## config.mk

```make
export PLATFORM = sky130hd
export DESIGN_NAME = fdiv_exc_stage
export DESIGN_NICKNAME = d
export VERILOG_FILES = /design/src/rtl/fdiv_exc_pkg.sv /design/src/rtl/fdiv_operand_class.sv /design/src/rtl/fdiv_special_table.sv /design/src/rtl/fdiv_status_pack.sv /design/src/rtl/fdiv_exc_stage.sv
export SDC_FILE = /design/constraint.sdc
export NUM_CORES = 1
export LEC_CHECK = 0
export BUFFER_PORTS_ARGS = -buffer_cell sky130_fd_sc_hd__buf_2
export CAP_MARGIN = 20
export CORE_MARGIN = 3
export CORE_UTILIZATION = 46
export CTS_CLUSTER_SIZE = 10
export DETAILED_ROUTE_END_ITERATION = 8
export PLACE_DENSITY = 0.81
export SETUP_SLACK_MARGIN = 0.15
export SYNTH_ARGS = -nofsm -noshare
export SYNTH_HDL_FRONTEND = slang
export SYNTH_SLANG_ARGS = --single-unit
```

## constraint.sdc

```tcl
create_clock -name clk -period 2.1 [get_ports clk]
set_input_delay 0 -clock clk [delete_from_list [all_inputs] [get_ports clk]]
set_output_delay 0 -clock clk [all_outputs]
set_load 0.01 [all_outputs]
```

## src/rtl/fdiv_exc_pkg.sv

```systemverilog
// Package: shared types for the divide special-operand stage.
// Assumes operands already widened to one extended format.
package fdiv_exc_pkg;
    typedef enum logic [1:0] {
        CLS_NORM = 2'd0,
        CLS_ZERO = 2'd1,
        CLS_INF  = 2'd2,
        CLS_NAN  = 2'd3
    } opclass_e;

    localparam int EXC_W = 8;
    localparam int ACC_W = 5;
    localparam int CC_W  = 4;
endpackage

```

## src/rtl/fdiv_operand_class.sv

```systemverilog
// Module: sorts one extended operand into in-range / zero / infinity / NaN
// and reports whether a NaN is signaling (quiet bit clear).
// Assumes explicit integer bit at mantissa MSB; quiet bit just below it.
module fdiv_operand_class
    import fdiv_exc_pkg::*;
#(
    parameter int EXP_W = 15,
    parameter int MAN_W = 64,
    localparam int OP_W = 1 + EXP_W + MAN_W
) (
    input  logic [OP_W-1:0] op,
    output opclass_e        cls,
    output logic            signaling
);
    logic [EXP_W-1:0] exp_f;
    logic [MAN_W-1:0] man_f;

    assign exp_f = op[MAN_W +: EXP_W];
    assign man_f = op[MAN_W-1:0];

    // Decode class from exponent and fraction fields.
    always_comb begin
        cls = CLS_NORM;
        if (&exp_f) begin
            cls = (man_f[MAN_W-2:0] == '0) ? CLS_INF : CLS_NAN;
        end else if ((exp_f == '0) && (man_f == '0)) begin
            cls = CLS_ZERO;
        end
        signaling = (cls == CLS_NAN) && !man_f[MAN_W-2];
    end
endmodule

```

## src/rtl/fdiv_special_table.sv

```systemverilog
// Module: resolves the quotient for special class pairs, or requests the
// mantissa divider when both operands are in range. Purely combinational.
// Assumes the dividend is dst and the divisor is src.
module fdiv_special_table
    import fdiv_exc_pkg::*;
#(
    parameter int EXP_W = 15,
    parameter int MAN_W = 64,
    localparam int OP_W = 1 + EXP_W + MAN_W
) (
    input  logic [OP_W-1:0] src,
    input  logic [OP_W-1:0] dst,
    input  opclass_e        src_cls,
    input  opclass_e        dst_cls,
    input  logic            src_sig,
    input  logic            dst_sig,
    output logic [OP_W-1:0] result,
    output logic            core_req,
    output logic            snan,
    output logic            operr,
    output logic            dz,
    output opclass_e        res_cls,
    output logic            res_sign
);
    localparam logic [EXP_W-1:0] EXP_MAX = '1;
    localparam logic [OP_W-1:0] DEF_NAN = {1'b0, EXP_MAX, 2'b11, {(MAN_W-2){1'b0}}};

    logic xs;
    assign xs = src[OP_W-1] ^ dst[OP_W-1];

    // Select the quotient and primary flags by class pair.
    always_comb begin
        result   = '0;
        core_req = 1'b0;
        snan     = 1'b0;
        operr    = 1'b0;
        dz       = 1'b0;
        res_cls  = CLS_NORM;
        res_sign = xs;
        if ((dst_cls == CLS_NAN) || (src_cls == CLS_NAN)) begin
            snan = ((dst_cls == CLS_NAN) && dst_sig) || ((src_cls == CLS_NAN) && src_sig);
            result = (dst_cls == CLS_NAN) ? dst : src;
            result[MAN_W-2] = 1'b1;
            res_cls  = CLS_NAN;
            res_sign = result[OP_W-1];
        end else if ((dst_cls == CLS_NORM) && (src_cls == CLS_NORM)) begin
            core_req = 1'b1;
        end else if ((dst_cls == CLS_NORM) && (src_cls == CLS_ZERO)) begin
            result  = {xs, EXP_MAX, {MAN_W{1'b0}}};
            res_cls = CLS_INF;
            dz      = 1'b1;
        end else if (((dst_cls == CLS_ZERO) && (src_cls == CLS_ZERO)) ||
                     ((dst_cls == CLS_INF) && (src_cls == CLS_INF))) begin
            result   = DEF_NAN;
            res_cls  = CLS_NAN;
            res_sign = 1'b0;
            operr    = 1'b1;
        end else if ((src_cls == CLS_INF) || (dst_cls == CLS_ZERO)) begin
            result  = {xs, {(OP_W-1){1'b0}}};
            res_cls = CLS_ZERO;
        end else begin
            result  = {xs, EXP_MAX, {MAN_W{1'b0}}};
            res_cls = CLS_INF;
        end
    end

    // Check that the table never mixes exclusive outcomes.
    always_comb begin

        dz_operr_excl_chk: assert (!(dz && operr));

        core_no_flag_chk: assert (!(core_req && (snan || operr || dz)));
    end
endmodule

```

## src/rtl/fdiv_status_pack.sv

```systemverilog
// Module: packs exception byte, condition codes and the accrued increment.
// Assumes rounding-stage flags matter only when the divider is requested.
module fdiv_status_pack
    import fdiv_exc_pkg::*;
(
    input  logic             core_req,
    input  logic             snan,
    input  logic             operr,
    input  logic             dz,
    input  logic             core_ovfl,
    input  logic             core_unfl,
    input  logic             core_inex2,
    input  logic             src_packed,
    input  logic             src_dec_inexact,
    input  opclass_e         res_cls,
    input  logic             res_sign,
    output logic [EXC_W-1:0] exc,
    output logic [CC_W-1:0]  cc,
    output logic [ACC_W-1:0] acc_inc
);
    logic ovfl, unfl, inex2, inex1;

    // Gate rounding flags and form the exception byte.
    always_comb begin
        ovfl  = core_req & core_ovfl;
        unfl  = core_req & core_unfl;
        inex2 = core_req & core_inex2;
        inex1 = src_packed & src_dec_inexact;
        exc   = {1'b0, snan, operr, ovfl, unfl, dz, inex2, inex1};
    end

    // Condition codes from the result class and sign.
    always_comb begin
        cc = {res_sign, res_cls == CLS_ZERO, res_cls == CLS_INF, res_cls == CLS_NAN};
    end

    // Condensed sticky bits for the accrued register.
    always_comb begin
        acc_inc = {snan | operr, ovfl, unfl | inex2, dz, inex1 | inex2 | ovfl};
    end
endmodule

```

## src/rtl/fdiv_exc_stage.sv

```systemverilog
// Module: top of the divide special-operand and status stage. Classifies
// both operands, resolves special quotients, packs status, and registers
// all of it behind a one-deep valid/ready stage with a sticky accrued byte.
// Assumes rounding flags are presented alongside the operand pair.
module fdiv_exc_stage
    import fdiv_exc_pkg::*;
#(
    parameter int EXP_W = 15,
    parameter int MAN_W = 64,
    localparam int OP_W = 1 + EXP_W + MAN_W
) (
    input  logic             clk,
    input  logic             rst_n,
    input  logic             in_valid,
    output logic             in_ready,
    input  logic [OP_W-1:0]  src_op,
    input  logic [OP_W-1:0]  dst_op,
    input  logic             src_packed,
    input  logic             src_dec_inexact,
    input  logic             core_ovfl,
    input  logic             core_unfl,
    input  logic             core_inex2,
    output logic             out_valid,
    input  logic             out_ready,
    output logic             out_core_req,
    output logic [OP_W-1:0]  out_result,
    output logic [EXC_W-1:0] out_exc,
    output logic [CC_W-1:0]  out_cc,
    output logic [ACC_W-1:0] out_accrued
);
    opclass_e         src_cls, dst_cls, res_cls;
    logic             src_sig, dst_sig, res_sign;
    logic [OP_W-1:0]  result;
    logic             core_req, snan, operr, dz, fire;
    logic [EXC_W-1:0] exc;
    logic [CC_W-1:0]  cc;
    logic [ACC_W-1:0] acc_inc;

    fdiv_operand_class #(.EXP_W(EXP_W), .MAN_W(MAN_W)) u_src_cls (
        .op(src_op), .cls(src_cls), .signaling(src_sig)
    );
    fdiv_operand_class #(.EXP_W(EXP_W), .MAN_W(MAN_W)) u_dst_cls (
        .op(dst_op), .cls(dst_cls), .signaling(dst_sig)
    );

    fdiv_special_table #(.EXP_W(EXP_W), .MAN_W(MAN_W)) u_table (
        .src(src_op), .dst(dst_op), .src_cls(src_cls), .dst_cls(dst_cls),
        .src_sig(src_sig), .dst_sig(dst_sig), .result(result),
        .core_req(core_req), .snan(snan), .operr(operr), .dz(dz),
        .res_cls(res_cls), .res_sign(res_sign)
    );

    fdiv_status_pack u_pack (
        .core_req(core_req), .snan(snan), .operr(operr), .dz(dz),
        .core_ovfl(core_ovfl), .core_unfl(core_unfl), .core_inex2(core_inex2),
        .src_packed(src_packed), .src_dec_inexact(src_dec_inexact),
        .res_cls(res_cls), .res_sign(res_sign),
        .exc(exc), .cc(cc), .acc_inc(acc_inc)
    );

    assign in_ready = !out_valid || out_ready;
    assign fire     = in_valid && in_ready;

    // Output register, valid flag and sticky accrued byte.
    always_ff @(posedge clk) begin
        if (!rst_n) begin
            out_valid    <= 1'b0;
            out_core_req <= 1'b0;
            out_result   <= '0;
            out_exc      <= '0;
            out_cc       <= '0;
            out_accrued  <= '0;
        end else begin
            if (fire) begin
                out_valid    <= 1'b1;
                out_core_req <= core_req;
                out_result   <= result;
                out_exc      <= exc;
                out_cc       <= cc;
                out_accrued  <= out_accrued | acc_inc;
            end else if (out_ready) begin
                out_valid <= 1'b0;
            end
        end
    end


    hold_on_stall_chk: assert property (@(posedge clk) disable iff (!rst_n)
        (out_valid && !out_ready) |=> (out_valid && $stable(out_result) && $stable(out_exc)));

    accrued_sticky_chk: assert property (@(posedge clk) disable iff (!rst_n)
        $past(rst_n) |-> (($past(out_accrued) & ~out_accrued) == '0));

    bsun_clear_chk: assert property (@(posedge clk) disable iff (!rst_n)
        out_valid |-> !out_exc[7]);

    core_zero_result_chk: assert property (@(posedge clk) disable iff (!rst_n)
        (out_valid && out_core_req) |-> (out_result == '0));

    dz_special_chk: assert property (@(posedge clk) disable iff (!rst_n)
        (out_valid && out_exc[2]) |-> (!out_core_req && out_cc[1]));
endmodule

```

Yosys cells after proc, flatten, opt, wreduce, memory -nomap -nowiden. Cells that the tools add are included. Widths: inputs -> output; s select.

Bitwise logic cells: 10. Order comparisons: 0. Muxes and demuxes: 33. Multiply operators: 0. Add/sub/neg operators: 0. Equality and inequality tests: 9. Shifts and indexed selects: 0. Div/mod/pow operators: 0. Reductions and logical operators: 30.

Operators with widths (number): $mux 80 (5); $logic_not 64->1 (2); $logic_not 63->1 (2); $mux 79 (1); $logic_not 15->1 (2); $reduce_and 15->1 (2); $mux 1 (20); $mux 2 (7); $eq 2x2->1 const B (6); $logic_and 1x1->1 (11); $eq 2x1->1 const B (3); $logic_or 1x1->1 (5); $or 5x5->5 (1); $and 1x1->1 (4); $logic_not 2->1 (2); $or 1x1->1 (4); $logic_not 1->1 (3); $reduce_bool 2->1 (1); $xor 1x1->1 (1).

Latch bits: 0. ROM bits: 0. Logic and storage cells: 88. Memories: 0. Flip-flop bits (word level): 98. Memory bits (writable): 0. Output and inout bits: 100. Input bits: 169.

Depth between registers and ports, before layout.
Depth in word-level cells: 13. Depth in mapped cells: 8. Depth with buffers taken out: 6.

Modules after synthesis. From an unflattened synthesis, not the netlist that was laid out.

Cells, all modules: 684. Area, all modules: 5559.1 um2.

Modules (own cells, without submodules): fdiv_exc_stage (instances 1, area an instance 3901.2 um2, cells an instance 431, sequential area each 1981.9 um2); fdiv_special_table (instances 1, area an instance 1054.8 um2, cells an instance 162, sequential area each 0.0 um2); fdiv_operand_class (instances 2, area an instance 222.7 um2, cells an instance 34, sequential area each 0.0 um2); fdiv_status_pack (instances 1, area an instance 157.7 um2, cells an instance 23, sequential area each 0.0 um2).

Worst setup path after synthesis. No wires, ideal clock.

Kind: input port to flip-flop. Start: input port dst_op[4]. End: register out_cc[3]. Buffers on the path: 1. Data arrival time: 1634 ps. Stages: 7. Data required time: 1973 ps. Setup time: 127 ps. Slack: 340 ps. Cell sequence: nor4_1 > nand4_1 > or4_1 > buf_2 > and3_1 > a311oi_2 > a21oi_1.

Word-level cells in the longest chain between the ends: 11. Elaborated cells between the ends (all ways): 21. Classes of those cells: 3 x eq/ne; 8 x mux; 10 x reduce/logical.

RTL lines: from (decl) (line fdiv_exc_stage.sv:17) `input logic [OP_W-1:0] dst_op,`; $logic_not 64->1 (line fdiv_operand_class.sv:26) `end else if ((exp_f == '0) && (man_f == '0)) begin`; $logic_and 1x1->1 (line fdiv_operand_class.sv:26); $mux 1 (line fdiv_operand_class.sv:26); $mux 2 (*) (line fdiv_operand_class.sv:24) `if (&exp_f) begin`; $eq 2x1->1 / $eq 2x2->1 (equally long branches) (line fdiv_special_table.sv:52, fdiv_special_table.sv:53); $logic_and 1x1->1 (on tied branches) (line fdiv_special_table.sv:52, fdiv_special_table.sv:53); $logic_or 1x1->1 (line fdiv_special_table.sv:52) `end else if (((dst_cls == CLS_ZERO) && (src_cls == CLS_ZERO)) ||`; $mux 1 (line fdiv_special_table.sv:52); $mux 1 (line fdiv_special_table.sv:48) `end else if ((dst_cls == CLS_NORM) && (src_cls == CLS_ZERO)) begin`; $mux 1 (line fdiv_special_table.sv:46) `end else if ((dst_cls == CLS_NORM) && (src_cls == CLS_NORM)) begin`; $mux 1 (*) (line fdiv_special_table.sv:40) `if ((dst_cls == CLS_NAN) || (src_cls == CLS_NAN)) begin`; to (signal assigned) (line fdiv_exc_stage.sv:71) `out_cc <= '0;`; to (signal assigned) (line fdiv_exc_stage.sv:79) `out_cc <= cc;`; to (decl) (line fdiv_exc_stage.sv:28) `output logic [CC_W-1:0] out_cc,`.

Mark *: on every way between the ends. The rest lies on a longest branch, timed or not. A chain may end at the register's enable or synchronous reset.

Final worst setup path.
Start: input port dst_op[42]. End: register out_cc[2].

Word-level cells in the longest chain between the ends: 12. Elaborated cells between the ends (all ways): 23. Classes of those cells: 4 x eq/ne; 8 x mux; 11 x reduce/logical.

RTL lines: $logic_not 64->1 (line fdiv_operand_class.sv:26); $logic_and 1x1->1 (line fdiv_operand_class.sv:26); $mux 1 (line fdiv_operand_class.sv:26); $mux 2 (*) (line fdiv_operand_class.sv:24); $eq 2x1->1 / $eq 2x2->1 (equally long branches) (line fdiv_special_table.sv:52, fdiv_special_table.sv:58, fdiv_special_table.sv:53); $logic_or 1x1->1 (tied with other cells) (line fdiv_special_table.sv:58) `end else if ((src_cls == CLS_INF) || (dst_cls == CLS_ZERO)) begin`; $mux 2 / $logic_or 1x1->1 (equally long branches) (line fdiv_special_table.sv:58, fdiv_special_table.sv:52); $mux 2 (line fdiv_special_table.sv:52); $mux 2 (line fdiv_special_table.sv:48); $mux 2 (line fdiv_special_table.sv:46); $mux 2 (*) (line fdiv_special_table.sv:40); $eq 2x1->1 (*) (line fdiv_status_pack.sv:34) `cc = {res_sign, res_cls == CLS_ZERO, res_cls == CLS_INF, res_cls == CLS_NAN};`.

Marks and branches as above.

==> key figures <==
Status
  • Outcome: finished, final reports clean

STA
  • Max-slew violations: 0
  • Worst relative slew slack: 60.61%
  • Final setup vio count: 0
  • Final Critical Period: 1875 ps
  • Final cycle utilization of the critical path: 89.30%
  • Unrepaired setup endpoints after global routing: yes
  • Clk_skew: 9.742 ps
  • Max Freq: 533.3 MHz
  • Slew of the pin with the lowest slew margin: 590.8 ps
  • Final Hold Viols: 0

Clock tree
  • CTS tree: built
  • Clk pin slew, worst setup/hold paths: 110 ps
  • Clock Path Buffers: 2
  • Clk sinks: 98
  • Clock Latency Late Sink: 380 ps
  • CTS buffer count: 9
  • H-tree levels: 3
  • Root buffer cell: clkbuf_8

Synth
  • Ys flop type: dfxtp_1
  • EDFF count, synth: 0
  • Yosys reg bits: 98
  • Netlist Area Pre-Place: 5095 sq um
  • Yosys cell types: 45
  • Syn. warnings: 0
  • Sequential fraction of the synthesis area: 38.51%
  • Yosys top cell by area: dfxtp_1
  • Async S/R FF share, synth: 0%
  • Post-Syn Instances: 640
  • Post-synth top area share: 38.51%
  • Synth Area per Inst: 7.961 sq um
  • Synth cell count leaders: 98 x dfxtp_1, 73 x a21oi_1, 73 x nand2_1, 72 x nand3_1, 62 x a221o_1
  • Syn_nets: 809
  • Count leader, synth: dfxtp_1
  • Dominant cells by area after synthesis: dfxtp_1 39%, a221o_1 12%, a21oi_1 7.2%, nand3_1 7.1%, nand2_1 5.4%

Drt
  • DRC Markers: 0
  • WL per Instance: 19.19 um
  • Vias per cell: 6.137
  • DRT Pass-1 Iters: 7
  • DR vias: 6,689
  • DR iter-0 viols: 828
  • Antenna-violating nets left: 0
  • Drt total wl: 20,920 um

Floorplan
  • I/O pins: 269
  • Initial core utilization: 48.27%
  • Die Y: 111.2 um
  • Core Rows: 37
  • Die Span X: 111.2 um
  • Core Area: 10,560 sq um
  • Die footprint: 12,370 sq um

Worst setup path
  • Worst path most repeated cell: buf_4
  • Req. time, crit path: 2370 ps
  • Top delay family on crit path: simple AND/OR/NAND/NOR gates
  • Critical path capture point type: flip-flop
  • Max incr delay on CP: 340 ps
  • CP Buf/Inv Count: 4
  • Worst-path cell chain: buf_2, nor4_2, buf_4, nand4_1, buf_4, nor4_4, buf_6, nand2_1, and2_1, o41ai_1
  • Worst EP arrival: 2140 ps
  • CP max FO: 14
  • CP max-delay cell: o41ai_1
  • Setup Crit Path Kind: input pin to flip-flop
  • Critical path startpoint category: input pin

Finish
  • Register area: 1962 sq um
  • Fraction of layout cells with a size suffix above 1: 39.20%
  • Number of filler cells placed in the layout: 873
  • Area occupied by multi-input gates: 2863 sq um
  • Final #Nets: 1,118
  • Area Overhead vs Synth: 48.31%
  • Cell Count, Final, Fillers Out: 1,090
  • # diodes: 0

GRT
  • GRT Util Overall: 32.18%
  • Initial antenna violation count: 1
  • Largest net degree at the start of global routing: 138
  • Vias in the first global route: 6,357
  • First-pass GRT wire length: 32,820 um
  • Grt ovf: 0

Run
  • MaxCap Viol Count: 0

Power and ir drop
  • VDD IR max: 562.6 uV
  • Pleak: 3.155 nW
  • Pwr dens: 499.5 nW/um^2
  • Total Power: 3.775 mW

Placed design
  • Placer congestion estimate: 0.8869
  • IO Port Bufs: 267
  • # placed instances: 1,039
  • Post-DP HPWL: 14,580 um

Min path
  • Hold Path Class: input pin to flip-flop
worst reg2reg max path, stage by stage, from the launching register on:
cell	delay, ps
dfxtp_1	320
nand2b_1	170
and2_2	240
buf_6	220
nand3_1	110
dlygate4sd3_1	570
a21oi_1	130
cell type report:
type                    count  area share [%]
multi-input cells         465           37.89
repair buffers            369           30.88
flip-flops and latches     98           25.96
well taps                 136           2.252
clock buffers               9           1.639
clock inverters             7           1.076
inverters                   6          0.2981
per-layer routing:
metal / track usage, % / wire, um / vias up
met1: 37.93 / 7724 / 3100
met5: 0 / 18 / -
met3: 9.443 / 2205 / 68
met2: 54.40 / 10150 / 448
li1: - / - / 3071
met4: 13.54 / 819 / 2
final timing paths:
path / end / from / cells past startpoint / slack, ps
max: out_cc[2] / dst_op[42] / 10 / 220
min: out_valid / out_ready / 3 / 10
max reg2reg: out_exc[0] / out_valid / 6 / 280
min reg2reg: out_result[56] / out_result[56] / 2 / 460
layout by cell type (no fill, tap or decap), drive strengths merged, types with 5 or more instances in the layout:
cell type	instances
nand3	72
nor2	5
buf	336
clkbuf	9
inv	11
nor4	42
nand2	73
o21ai	70
dfxtp	98
dlygate4sd3	33
a21oi	74
o21a	17
a221o	62
nand4	15
timing repair:
item / 4_1_cts / 5_1_grt
hold buffers: 33 / 0
gates resized for setup: 3 / 10
buffers inserted: 0 / 2
setup endpoints to repair: 11 / 61
hold endpoints to repair: 36 / 0
flip-flops by register name, summed over array words and instances, names as in the netlist:
signal	flops
out_valid	1
out_cc	4
out_exc	7
out_accrued	5
out_core_req	1
out_result	80
cell families (layout without fill, tap and decap cells):
group                  after synthesis  in the layout  share of synthesized area, %
AO/OA/AOI/OAI                      240            240                         31.95
AND/OR/NAND/NOR                    223            223                         22.42
flip-flops                          98             98                         38.51
buffers and inverters               77            391                         6.876
other                                1              1                       0.07360
XOR/XNOR                             1              1                        0.1719
per-stage QoR:
step	util [%]	instance area (sq um)	hold slack (ps)	setup slack, ps	setup TNS, ps
6_report	71.59	7556	11.54	224.7	0
4_1_cts	71.04	7498	0.1996	178.0	0
5_1_grt	71.59	7556	16.80	99.61	0
2_1_floorplan	-	5095	129.5	339.5	0
3_3_place_gp	65.79	6944	272.4	-316.1	-19970
3_5_place_dp	65.79	6944	280.1	-269.6	-16470
report_power, final:
part | switching, mW | internal (mW) | total, mW
registers | 0.0173 | 1.89 | 1.91
clock network | 0.788 | 0.481 | 1.27
logic | 0.320 | 0.278 | 0.598
total | 1.12 | 2.65 | 3.77
No activity file was read; power rests on OpenSTA's default activity.
